<file path="config.mk">
export PLATFORM = sky130hd
export DESIGN_NAME = ag_top
export DESIGN_NICKNAME = d
export VERILOG_FILES = /design/src/rtl/ag_pkg.sv /design/src/rtl/ag_ctrl.sv /design/src/rtl/ag_path.sv /design/src/rtl/ag_top.sv
export SDC_FILE = /design/constraint.sdc
export NUM_CORES = 1
export LEC_CHECK = 0
export BUFFER_PORTS_ARGS = -buffer_cell sky130_fd_sc_hd__buf_4
export CAP_MARGIN = 20
export CORE_UTILIZATION = 30
export CTS_BUF_LIST = sky130_fd_sc_hd__clkbuf_4 sky130_fd_sc_hd__clkbuf_8
export CTS_CLUSTER_DIAMETER = 50
export DETAILED_ROUTE_END_ITERATION = 16
export GPL_TIMING_DRIVEN = 0
export PLACE_DENSITY = 0.5
export REMOVE_ABC_BUFFERS = 1
export SLEW_MARGIN = 20
export SYNTH_ARGS = -nofsm -noshare
export SYNTH_HDL_FRONTEND = slang
export SYNTH_HIERARCHICAL = 1
export SYNTH_SLANG_ARGS = --single-unit
</file>
<file path="constraint.sdc">
create_clock -name clk -period 8.4 [get_ports clk]
set_input_delay 1.68 -clock clk [delete_from_list [all_inputs] [get_ports clk]]
set_output_delay 1.68 -clock clk [all_outputs]
set_load 0.01 [all_outputs]
</file>
<file path="src/rtl/ag_pkg.sv">
package ag_pkg;
  typedef struct packed {
    logic load;  // reload both counters
    logic step;  // accepted advance
    logic down;  // direction in force
  } agStrobe_t;
endpackage

</file>
<file path="src/rtl/ag_ctrl.sv">
module ag_ctrl
  import ag_pkg::*;
(
  input  logic      clk,
  input  logic      rstN,
  input  logic      startEl,
  input  logic      startDown,
  input  logic      advance,
  input  logic      atEnd,
  output agStrobe_t strb,
  output logic      running
);
  logic dirDown;

  always_ff @(posedge clk) begin
    if (!rstN) begin
      running <= 1'b0;
      dirDown <= 1'b0;
    end else if (startEl) begin
      running <= 1'b1;
      dirDown <= startDown;
    end
  end

  always_comb begin
    strb.load = startEl;
    strb.down = startEl ? startDown : dirDown;
    strb.step = advance && running && !atEnd && !startEl;
  end
endmodule

</file>
<file path="src/rtl/ag_path.sv">
module ag_path
  import ag_pkg::*;
#(
  parameter int AW = 15,
  parameter int FW = 4
) (
  input  logic          clk,
  input  logic          rstN,
  input  agStrobe_t     strb,
  input  logic [FW-1:0] xBits,
  input  logic [FW-1:0] yBits,
  input  logic          xInner,
  input  logic          sacRow,
  output logic [2*AW-1:0] addrOut,
  output logic          atEnd
);
  localparam int AXES = 2;

  logic [FW-1:0] fld   [AXES];
  logic [AW-1:0] lim   [AXES];
  logic [AW-1:0] cnt   [AXES];
  logic [AW-1:0] nxt   [AXES];
  logic [AW-1:0] startV[AXES];
  logic          wrap  [AXES];
  logic          move  [AXES];

  assign fld[0] = xBits;
  assign fld[1] = yBits;

  always_comb begin
    int e;
    for (int i = 0; i < AXES; i++) begin
      e = int'(fld[i]);
      if (e < 1) e = 1;
      if (e > AW) e = AW;
      lim[i]    = {AW{1'b1}} >> (AW - e);
      startV[i] = strb.down ? lim[i] : '0;
      wrap[i]   = (cnt[i] == (strb.down ? '0 : lim[i]));
      nxt[i]    = wrap[i] ? startV[i]
                          : (strb.down ? cnt[i] - 1'b1 : cnt[i] + 1'b1);
    end
    move[0] = strb.step && (xInner || wrap[1]);
    move[1] = strb.step && (!xInner || wrap[0]);
  end

  always_ff @(posedge clk) begin
    for (int i = 0; i < AXES; i++) begin
      if (!rstN)            cnt[i] <= '0;
      else if (strb.load)   cnt[i] <= startV[i];
      else if (move[i])     cnt[i] <= nxt[i];
    end
  end

  assign atEnd   = wrap[0] && wrap[1];
  assign addrOut = {(sacRow ? {AW{1'b0}} : cnt[1]), cnt[0]};

  // upward start clears both counters
  a_r5_load_up: assert property (@(posedge clk) disable iff (!rstN)
    strb.load && !strb.down |=> (cnt[0] == '0) && (cnt[1] == '0));

  // downward start loads both maxima
  a_r5_load_down: assert property (@(posedge clk) disable iff (!rstN)
    strb.load && strb.down |=> (cnt[0] == $past(lim[0])) && (cnt[1] == $past(lim[1])));

  // row holds while column steps without wrapping
  a_r3_row_waits: assert property (@(posedge clk) disable iff (!rstN)
    strb.step && xInner && !wrap[0] |=> cnt[1] == $past(cnt[1]));

  // column holds while row steps without wrapping
  a_r4_col_waits: assert property (@(posedge clk) disable iff (!rstN)
    strb.step && !xInner && !wrap[1] |=> cnt[0] == $past(cnt[0]));
endmodule

</file>
<file path="src/rtl/ag_top.sv">
module ag_top
  import ag_pkg::*;
#(
  parameter int AW = 15,
  parameter int FW = 4
) (
  input  logic          clk,
  input  logic          rstN,
  input  logic [FW-1:0] xBits,
  input  logic [FW-1:0] yBits,
  input  logic          yFast,
  input  logic          stressMode,
  input  logic          startEl,
  input  logic          startDown,
  input  logic          advance,
  input  logic          sacRow,
  output logic [2*AW-1:0] addrOut,
  output logic          sweepEnd
);
  agStrobe_t strb;
  logic      running;
  logic      atEnd;
  logic      xInner;

  assign xInner = stressMode || !yFast;

  ag_ctrl u_ctrl (
    .clk(clk), .rstN(rstN), .startEl(startEl), .startDown(startDown),
    .advance(advance), .atEnd(atEnd), .strb(strb), .running(running)
  );

  ag_path #(.AW(AW), .FW(FW)) u_path (
    .clk(clk), .rstN(rstN), .strb(strb), .xBits(xBits), .yBits(yBits),
    .xInner(xInner), .sacRow(sacRow), .addrOut(addrOut), .atEnd(atEnd)
  );

  assign sweepEnd = running && atEnd;

  // end flag persists until a new element starts
  a_r8_end_sticks: assert property (@(posedge clk) disable iff (!rstN)
    sweepEnd && !startEl |=> sweepEnd || startEl);
endmodule

</file>
==> impl_metrics.ini <==
[clocking]
cts_inserted_buffers = 5
htreeDepth = 2
cts_setup_buffers = 0
clkTransAtPathRegs_ns = 0.07
cts_sinks = 32
clk-insertion-delay-late_ns = 0.30
cts_tree = done
ctsLongestPathBuffers = 2
clockRootBuffer = clkbuf_8
postCtsHoldBufs = 0
ctsResizeCount = 0

[die]
die-area_mm2 = 0.0139
die_h_um = 118
initial_core_util = 0.313
io_pins = 47
core_mm2 = 0.0128
die_x_um = 118
core.rowCount = 41

[hold_path]
min_from = u_ctrl/running$_SDFFE_PN0P_
hold_class = flip-flop to flip-flop

[synth]
synthMostInstantiatedCell = a21oi_1
ys_warn_count = 6
synth.top_cell.area_share = 0.224
synth_area_leaders = edfxtp_1 (22%), ha_1 (8.1%), a21oi_1 (4.6%)
synth_ff_type = edfxtp_1
postSynth.asyncResetShare = 0
synth_area_per_cell_um2 = 8.49
yosysSeqAreaShare = 0.234
yosys.cell_types.count = 77
synth_area_mm2 = 0.00402
yosysTopAreaCell = edfxtp_1
synth_edf_count = 30
synth_cells = 473
ys_ff_latch = 32
synth_commonest_cells = a21oi_1 (37), edfxtp_1 (30), nor2_1 (30)

[worst_setup_path]
worst-r2r-setup-slack_ns = 3.79
worstSetupPathType = primary input to output port
worst-path-stages = 10
critPathSlowestCell = mux2_4
end_kind = output port
critical_path_buf_inv_count = 3
cpMostUsedCell = buf_4
r2r-start = u_ctrl/dirDown$_SDFF_PN0_
cp.arrival_ns = 4.89
max_stage_delay_ns = 0.66
crit_start = startEl
crit_end = sweepEnd
cp_max_fo = 57
path_cells = buf_4 -> mux2_4 -> inv_2 -> or3_1 -> o31ai_1 -> nand3_1 -> or4_4 -> nor4_1 -> and2_1 -> buf_4
worst_r2r_endpoint = u_path/cnt[0][13]$_DFFE_PP_
cp-start-kind = primary input
crit_family = simple AND/OR/NAND/NOR gates
r2r_cells = 12
crit_required_ns = 6.72

[timing]
finalSetupTns_ns = 0
hold_violations = 0
setup_viol = 0
fin_crit_ns = 6.57
period_share = 0.782
finalMaxSlewViolations = 0
slew_headroom = 0.339
worst_pin_slew_ns = 0.988
max_freq_mhz = 152
rsz0062_at_grt = no
finalClockSkew_ns = 0.0153

[route]
dr.pass1.iters = 5
drcViolationCount = 0
finalWirelength_um = 12500
vias = 3981
vias_per_cell = 5.86
detail-route-antenna-nets = 0
detail_route.iter0.violations = 304
wl_per_cell_um = 18.4

[global_route]
grt_pass1_wl_um = 19800
groute.usage.overall = 0.178
antenna_found_initial = 0
grt-ovfl-total = 0
grt_max_degree = 58
grt_pass1_vias = 3844

[cells_and_area]
nets = 550
fin_util = 0.358
area_delta_synth_final_pct = 14.2
drive_gt1_frac = 0.181
n_antenna_cell = 0

[place]
io_buffers = 46
hpwl_um = 9100
gp_congestion = 0.865

[pwr]
p_total_mw = 0.606
leakagePower_nw = 1.77
p_per_area_mw_per_mm2 = 132
ir_drop_v = 0.0000781

[run_status]
status = completed

[flow_run]
drv_cap = 0
[worst min-delay path by stage]
stage	endpoint	slack (ns)	cells past startpoint
floorplan	u_ctrl/running$_SDFFE_PN0P_	0.45	1
global placement	u_ctrl/running$_SDFFE_PN0P_	0.46	1
detailed placement	u_ctrl/running$_SDFFE_PN0P_	0.47	1
CTS	u_ctrl/running$_SDFFE_PN0P_	0.49	1
global route	u_ctrl/running$_SDFFE_PN0P_	0.51	1
finish	u_ctrl/running$_SDFFE_PN0P_	0.49	1
[cells by family after synthesis]
kind of cell | synth area share
buf+inv | 0.0489
mux | 0.00872
simple gates | 0.247
fa+ha+maj | 0.0935
xor+xnor | 0.0523
compound gates | 0.315
flops | 0.234
[flip-flops by register name, summed over array words and instances (netlist names)]
signal	cells
u_ctrl/dirDown	1
u_path/cnt	30
u_ctrl/running	1
[where the power goes]
part           switching [mW]  internal (mW)
logic                   0.135         0.0943
clock network          0.0675          0.105
registers              0.0182          0.186
[cells in the final DEF, fill, tap and decap left out, types with 8 or more instances in the layout]
cell,n
edfxtp_1,30
nor2b_1,19
buf_4,46
nand3_1,27
o22ai_2,9
o31ai_1,12
xnor2_1,12
o21ai_0,18
nor3_1,21
a21oi_1,37
ha_1,26
nor2_1,30
nand2_1,29
xor2_1,12
o32ai_1,9
nand2b_1,8
a211oi_1,10
inv_1,12
[metrics by stage]
step	hold WS, ns	setup WS [ns]	instance area [um^2]	std cells
after floorplan	0.447	2.69	3880	452
after global routing	0.513	1.57	4590	679
after global placement	0.455	1.46	4440	670
after CTS	0.492	1.85	4590	679
after detailed placement	0.473	1.85	4460	671
final	0.487	1.83	4590	679
[worst reg2reg max path: cells and delay by family (launching register included)]
family | cells | cell delay [ns]
compound gates | 3 | 0.67
buf+inv | 2 | 0.64
flops | 1 | 0.31
mux | 1 | 0.60
simple gates | 6 | 2.10
[routing by layer]
metal	vias to the layer above	global-route usage	routed length, um
met5	-	0	0
met4	0	0.0641	262
met3	24	0.0228	710
met2	149	0.312	6150
met1	1882	0.222	5360
li1	1926	-	-
[layout make-up]
| type | count | area, um^2 |
|---|---|---|
| fillers | 1365 | 8240 |
| multi-input cells | 404 | 2890 |
| flip-flops and latches | 32 | 941 |
| repair buffers | 47 | 360 |
| well taps | 172 | 215 |
| clock buffers | 7 | 96.3 |
| inverters | 16 | 60.1 |
| clock inverters | 1 | 30.0 |
Note: power is estimated with default switching activity, not from simulation.
